===== src/rtl/csp_pkg.sv =====
package csp_pkg;
  typedef enum logic [1:0] {
    POL_FOLLOW = 2'b00,
    POL_BYPASS = 2'b01,
    POL_MRU    = 2'b10
  } pol_e;

  // signed difference of the two sampled totals
  function automatic longint sample_delta(input longint mru_sum, input longint byp_sum);
    return mru_sum - byp_sum;
  endfunction

  // strict comparison: equality is not enough to call caching useful
  function automatic logic is_friendly(input longint delta, input longint thr);
    return delta > thr;
  endfunction
endpackage


===== src/rtl/csp_policy_map.sv =====
module csp_policy_map
  import csp_pkg::*;
#(
  parameter int NUM_CORES   = 8,
  parameter int BYPASS_CORE = 0,
  parameter int MRU_CORE    = 1
) (
  input  logic                   clk,
  input  logic                   rst_n,
  output logic [2*NUM_CORES-1:0] policy
);
  logic [NUM_CORES-1:0] byp_sel;
  logic [NUM_CORES-1:0] mru_sel;

  for (genvar i = 0; i < NUM_CORES; i++) begin : g_core
    pol_e code;
    assign code = (i == BYPASS_CORE) ? POL_BYPASS :
                  (i == MRU_CORE)    ? POL_MRU    : POL_FOLLOW;
    assign policy[2*i +: 2] = code;
    assign byp_sel[i] = (policy[2*i +: 2] == POL_BYPASS);
    assign mru_sel[i] = (policy[2*i +: 2] == POL_MRU);
  end

  AST_ONE_BYPASS: assert property (@(posedge clk) disable iff (!rst_n)
    $countones(byp_sel) == 1);
  AST_ONE_MRU: assert property (@(posedge clk) disable iff (!rst_n)
    $countones(mru_sel) == 1);
endmodule


===== src/rtl/csp_accum.sv =====
module csp_accum #(
  parameter int RET_W = 4,
  parameter int SUM_W = 16
) (
  input  logic             clk,
  input  logic             rst_n,
  input  logic             clr,
  input  logic [RET_W-1:0] inc,
  output logic [SUM_W-1:0] total
);
  logic [SUM_W-1:0] acc_q;

  // total includes this cycle's count so the boundary cycle is not lost
  assign total = acc_q + SUM_W'(inc);

  always_ff @(posedge clk) begin
    if (!rst_n)   acc_q <= '0;
    else if (clr) acc_q <= '0;
    else          acc_q <= total;
  end

  AST_ACC_GROWS: assert property (@(posedge clk) disable iff (!rst_n)
    !$past(clr) |-> acc_q >= $past(acc_q));
endmodule


===== src/rtl/csp_decide.sv =====
module csp_decide
  import csp_pkg::*;
#(
  parameter int SUM_W = 16
) (
  input  logic [SUM_W-1:0] mru_sum,
  input  logic [SUM_W-1:0] byp_sum,
  input  logic [SUM_W-1:0] thr,
  output logic             friendly
);
  longint delta;
  assign delta    = sample_delta(longint'(mru_sum), longint'(byp_sum));
  assign friendly = is_friendly(delta, longint'(thr));
endmodule


===== src/rtl/core_sample_ctrl.sv =====
module core_sample_ctrl #(
  parameter int NUM_CORES   = 8,
  parameter int BYPASS_CORE = 0,
  parameter int MRU_CORE    = 1,
  parameter int RET_W       = 4,
  parameter int PER_W       = 12,
  localparam int SUM_W      = RET_W + PER_W
) (
  input  logic                   clk,
  input  logic                   rst_n,
  input  logic [SUM_W-1:0]       cfg_threshold,
  input  logic [PER_W-1:0]       cfg_period,
  input  logic [RET_W-1:0]       bypass_retired,
  input  logic [RET_W-1:0]       mru_retired,
  output logic [2*NUM_CORES-1:0] core_policy,
  output logic                   cache_friendly,
  output logic                   part_mask,
  output logic                   decision_valid
);
  logic [SUM_W-1:0] thr_q;
  logic [PER_W-1:0] per_q;
  logic [PER_W-1:0] cyc_q;
  logic             at_last;
  logic [SUM_W-1:0] mru_total;
  logic [SUM_W-1:0] byp_total;
  logic             verdict;

  // configuration is held in the registers for as long as reset is asserted
  always_ff @(posedge clk) begin
    if (!rst_n) begin
      thr_q <= cfg_threshold;
      per_q <= (cfg_period == '0) ? PER_W'(1) : cfg_period;
    end
  end

  assign at_last = (cyc_q == per_q - PER_W'(1));

  always_ff @(posedge clk) begin
    if (!rst_n)       cyc_q <= '0;
    else if (at_last) cyc_q <= '0;
    else              cyc_q <= cyc_q + PER_W'(1);
  end

  csp_policy_map #(
    .NUM_CORES(NUM_CORES), .BYPASS_CORE(BYPASS_CORE), .MRU_CORE(MRU_CORE)
  ) u_map (
    .clk(clk), .rst_n(rst_n), .policy(core_policy)
  );

  csp_accum #(.RET_W(RET_W), .SUM_W(SUM_W)) u_acc_mru (
    .clk(clk), .rst_n(rst_n), .clr(at_last), .inc(mru_retired), .total(mru_total)
  );

  csp_accum #(.RET_W(RET_W), .SUM_W(SUM_W)) u_acc_byp (
    .clk(clk), .rst_n(rst_n), .clr(at_last), .inc(bypass_retired), .total(byp_total)
  );

  csp_decide #(.SUM_W(SUM_W)) u_dec (
    .mru_sum(mru_total), .byp_sum(byp_total), .thr(thr_q), .friendly(verdict)
  );

  always_ff @(posedge clk) begin
    if (!rst_n) begin
      cache_friendly <= 1'b0;
      part_mask      <= 1'b1;
      decision_valid <= 1'b0;
    end else begin
      decision_valid <= at_last;
      if (at_last) begin
        cache_friendly <= verdict;
        part_mask      <= ~verdict;
      end
    end
  end

  AST_MASK_INVERSE: assert property (@(posedge clk) disable iff (!rst_n)
    part_mask != cache_friendly);
  AST_HOLD_BETWEEN: assert property (@(posedge clk) disable iff (!rst_n)
    !decision_valid |-> $stable(cache_friendly));
  AST_PULSE_AT_WRAP: assert property (@(posedge clk) disable iff (!rst_n)
    decision_valid |-> cyc_q == '0);
  AST_PERIOD_NONZERO: assert property (@(posedge clk) disable iff (!rst_n)
    per_q != '0 && cyc_q < per_q);
endmodule


===== config.mk =====
export PLATFORM = sky130hd
export DESIGN_NAME = core_sample_ctrl
export DESIGN_NICKNAME = d
export VERILOG_FILES = /design/src/rtl/csp_pkg.sv /design/src/rtl/csp_policy_map.sv /design/src/rtl/csp_accum.sv /design/src/rtl/csp_decide.sv /design/src/rtl/core_sample_ctrl.sv
export SDC_FILE = /design/constraint.sdc
export NUM_CORES = 1
export LEC_CHECK = 0
export ABC_AREA = 1
export BUFFER_PORTS_ARGS = -buffer_cell sky130_fd_sc_hd__buf_2
export CAP_MARGIN = 20
export CORE_MARGIN = 4
export CORE_UTILIZATION = 44
export DETAILED_ROUTE_END_ITERATION = 10
export GPL_ROUTABILITY_DRIVEN = 0
export PLACE_DENSITY_LB_ADDON = 0.1
export SYNTH_ARGS = -nofsm -noshare
export SYNTH_HDL_FRONTEND = slang
export SYNTH_SLANG_ARGS = --single-unit
export TNS_END_PERCENT = 100

===== constraint.sdc =====
create_clock -name clk -period 3.9 [get_ports clk]
set_clock_uncertainty 0.1 [all_clocks]
set_input_delay 0.39 -clock clk [delete_from_list [all_inputs] [get_ports clk]]
set_output_delay 0.39 -clock clk [all_outputs]
set_load 0.1 [all_outputs]

==> load_flow_metrics.sql <==
INSERT INTO impl_metrics (metric_group, metric, value, unit) VALUES
('outcome', 'run_status', 'finished with violations', ''),
('outcome', 'failed_checks', 'setup timing', ''),
('sta', 'slew_viol_final', '0', ''),
('finish', 'final-instance-count-excl-fill', '892', ''),
('floorplan', 'initial_core_util', '0.4560', ''),
('synthesis', 'synthCells', '653', ''),
('flow_run', 'timing.max_cap.violations', '0', ''),
('synthesis', 'post_synth_num_cell_types', '45', ''),
('detailed_routing', 'antenna_violating_nets_post_route', '0', ''),
('sta', 'period_share', '1.071', ''),
('clock_tree', 'insertion_delay', '340', 'ps'),
('setup_path', 'crit_slowest_cell', 'sky130_fd_sc_hd__fa_2', ''),
('clock_tree', 'number_of_hold_buffers_added_after_cts', '0', ''),
('detailed_routing', 'routedWlPerCell', '11.62', 'um'),
('clock_tree', 'root_buffer', 'sky130_fd_sc_hd__clkbuf_16', ''),
('placement', 'placedInstanceArea', '5638', 'sq um'),
('finish', 'final_common_cell', 'sky130_fd_sc_hd__nand2_1', ''),
('global_route', 'grt_pass1_wl', '17800', 'um'),
('global_route', 'grt_use_total', '0.1685', ''),
('power_and_ir_drop', 'power.density_cell_area', '570.1', 'nW/um^2'),
('sta', 'fin_ws', '-276.1', 'ps'),
('setup_path', 'crit_top_cell', 'sky130_fd_sc_hd__nand2_1', ''),
('synthesis', 'netlist_area_pre_place', '5009', 'sq um'),
('power_and_ir_drop', 'leakage', '3.034', 'nW'),
('floorplan', 'horizontal_extent_of_the_die', '114.7', 'um'),
('synthesis', 'yosys_warn_count', '0', ''),
('floorplan', 'fp.dieH', '114.7', 'um'),
('clock_tree', 'clock-sinks', '75', ''),
('setup_path', 'crit_path_end_kind', 'flop', ''),
('sta', 'worst_hold_slack', '126.4', 'ps'),
('detailed_routing', 'detailedRoute.firstIterationViolations', '216', ''),
('finish', 'drive_gt1_frac', '0.2088', ''),
('detailed_routing', 'drt-vias-per-instance', '4.717', ''),
('floorplan', 'i_o_pin_count', '57', ''),
('detailed_routing', 'drc_errors', '0', ''),
('synthesis', 'synth.ff_latch_count', '75', ''),
('finish', 'finalInstanceArea', '6160', 'sq um'),
('synthesis', 'postSynth.topFlopCell', 'sky130_fd_sc_hd__dfxtp_1', ''),
('hold_path', 'hold_path_class', 'in -> reg', ''),
('global_route', 'grt_overflow_total', '0', ''),
('sta', 'fmax', '0.2395', 'GHz'),
('power_and_ir_drop', 'fin_total_pwr', '3.512', 'mW'),
('clock_tree', 'clock_tree_from_tritoncts', 'yes', ''),
('setup_path', 'cp_slowest_stage_delay', '340', 'ps'),
('synthesis', 'avgSynthCellArea', '7.670', 'sq um'),
('finish', 'antennaDiodeCount', '0', ''),
('sta', 'finalSetupViolations', '2', ''),
('global_route', 'grt_start_max_net_pins', '45', ''),
('setup_path', 'r2r_slack', '-280', 'ps'),
('floorplan', 'die_area', '13150', 'sq um'),
('finish', 'area_growth', '22.98', '%'),
('global_route', 'antenna_found_initial', '0', ''),
('sta', 'report.final.hold_viol_count', '0', ''),
('global_route', 'grt_pass1_vias', '4084', ''),
('setup_path', 'worstPathRequired', '4030', 'ps'),
('synthesis', 'number_of_enable_flip_flop_cells_after_synthesis', '28', ''),
('sta', 'rsz_0062_raised_after_global_routing', 'yes', ''),
('setup_path', 'crit_fanout', '3', ''),
('setup_path', 'type_of_element_launching_the_critical_path', 'flop', ''),
('sta', 'worst-slew-pin-transition', '514.1', 'ps'),
('placement', 'placed_cells_incl_taps', '864', ''),
('finish', 'final_cell_mix', '121 x sky130_fd_sc_hd__nand2_1, 102 x sky130_fd_sc_hd__inv_1, 84 x sky130_fd_sc_hd__nor2_1', ''),
('finish', 'fin_nets', '829', ''),
('detailed_routing', 'drt-pass1-iter-count', '4', ''),
('setup_path', 'cp.arrival', '4310', 'ps'),
('clock_tree', 'cts_made_buffers', '9', ''),
('placement', 'dpl.hpwl', '8120', 'um'),
('synthesis', 'ys_seq_area_frac', '0.3557', ''),
('finish', 'post-route-util', '0.5608', ''),
('sta', 'timing.slew.headroom', '0.6573', ''),
('sta', 'finalCriticalPeriod', '4176', 'ps'),
('clock_tree', 'deepest_clock_path_buffer_count', '2', ''),
('power_and_ir_drop', 'irDropWorstVdd', '0.0003549', 'V'),
('detailed_routing', 'detailroute.via_count', '4208', ''),
('floorplan', 'std_cell_rows', '38', ''),
('finish', 'number_of_fill_cells_in_the_layout', '1002', ''),
('detailed_routing', 'route.final.wire_length', '10360', 'um'),
('clock_tree', 'ctsHtreeMaxLevel', '3', ''),
('clock_tree', 'clk_transition_reported_paths', '60', 'ps'),
('synthesis', 'async_flop_share', '0', ''),
('setup_path', 'critPathKind', 'reg -> reg', ''),
('placement', 'io_buffer_count', '40', ''),
('floorplan', 'coreArea', '10980', 'sq um');
==> cells in the mapped netlist, types with 3 or more instances <==
library cell	instances	area [sq um]
sky130_fd_sc_hd__nor3b_1	6	45.04
sky130_fd_sc_hd__nand3b_1	3	22.52
sky130_fd_sc_hd__dfxtp_1	47	940.9
sky130_fd_sc_hd__nor4_1	6	37.54
sky130_fd_sc_hd__nand4_1	16	100.1
sky130_fd_sc_hd__xor2_1	29	254.0
sky130_fd_sc_hd__nor2_2	4	25.02
sky130_fd_sc_hd__a21oi_1	25	125.1
sky130_fd_sc_hd__clkbuf_1	11	41.29
sky130_fd_sc_hd__nand3_1	26	130.1
sky130_fd_sc_hd__a21o_1	5	37.54
sky130_fd_sc_hd__nor3_1	8	40.04
sky130_fd_sc_hd__nor3_2	4	40.04
sky130_fd_sc_hd__o21ai_0	11	55.05
sky130_fd_sc_hd__nand2_1	124	465.5
sky130_fd_sc_hd__xnor2_1	13	113.9
sky130_fd_sc_hd__and3_1	4	25.02
sky130_fd_sc_hd__inv_1	105	394.1
sky130_fd_sc_hd__buf_6	4	45.04
sky130_fd_sc_hd__buf_4	16	120.1
sky130_fd_sc_hd__nor2_1	85	319.1
sky130_fd_sc_hd__fa_1	3	60.06
sky130_fd_sc_hd__ha_1	41	513.0
sky130_fd_sc_hd__edfxtp_1	28	840.8
==> routing by layer <==
layer | GRT usage | wire, um | vias up
li1 | - | - | 2241
met1 | 0.2225 | 5123 | 1872
met2 | 0.2736 | 4600 | 84
met3 | 0.02854 | 459 | 11
met4 | 0.06886 | 177 | 0
met5 | 0 | 0 | -
==> timing repair <==
| item | 4_1_cts | 5_1_grt |
|---|---|---|
| pin swaps | 1 | 4 |
| gates resized for setup | 3 | 11 |
| endpoints found under the setup margin | 2 | 2 |
| cloned | 0 | 0 |
| buffers inserted | 8 | 3 |
==> final timing paths <==
path | startpoint | endpoint | cells past startpoint
max | u_acc_mru.acc_q[0] | part_mask | 30
max reg2reg | u_acc_mru.acc_q[0] | part_mask | 30
min reg2reg | cyc_q[3] | cyc_q[3] | 2
min | cfg_threshold[6] | thr_q[6] | 1
==> final cells by class <==
type	instances	area [sq um]	share of cell area
clock inverters	6	112.6	0.01828
well taps	140	175.2	0.02844
flip-flops and latches	75	1783	0.2895
clock buffers	10	229.0	0.03717
repair buffers	100	670.6	0.1089
inverters	106	397.9	0.06459
multi-input cells	455	2791	0.4532
==> where the power goes <==
part           leakage, nW  switching (mW)  internal [mW]  total (mW)
Combinational         2.21           0.954          0.695        1.65
Clock                0.167           0.336          0.628       0.964
Sequential           0.656          0.0321          0.867       0.899
==> kinds of logic (layout without fill, tap and decap cells) <==
family	count (synthesis)	count (layout)	share of synthesized area
flops	75	75	0.3557
simple gates	297	297	0.2683
xor+xnor	42	42	0.07344
buf+inv	137	222	0.1207
compound gates	56	56	0.06595
fa+ha+maj	44	44	0.1144
other cells	2	16	0.001499
==> registers in the layout, indices dropped and copies added, names as in the netlist <==
signal           flops
u_acc_mru.acc_q     16
per_q               12
cyc_q               12
thr_q               16
part_mask            1
decision_valid       1
u_acc_byp.acc_q     16
cache_friendly       1
==> worst max-delay path, delay by kind of cell, from the launching register on <==
family / cells / cell delay [ps]
XOR/XNOR: 1 / 200
buffers and inverters: 5 / 330
AO/OA/AOI/OAI: 2 / 220
flip-flops: 1 / 330
adder cells (fa/ha/maj): 4 / 1030
AND/OR/NAND/NOR: 18 / 1890
==> metrics by stage <==
stage | setup TNS [ps] | worst slack (ps)
2_1_floorplan | -141.3 | -78.96
6_report | -539.5 | -276.1
4_1_cts | -590.8 | -312.0
3_3_place_gp | -812.5 | -415.4
5_1_grt | -1310 | -671.7
3_5_place_dp | -1004 | -503.5
(Power assumes the default switching activity.)
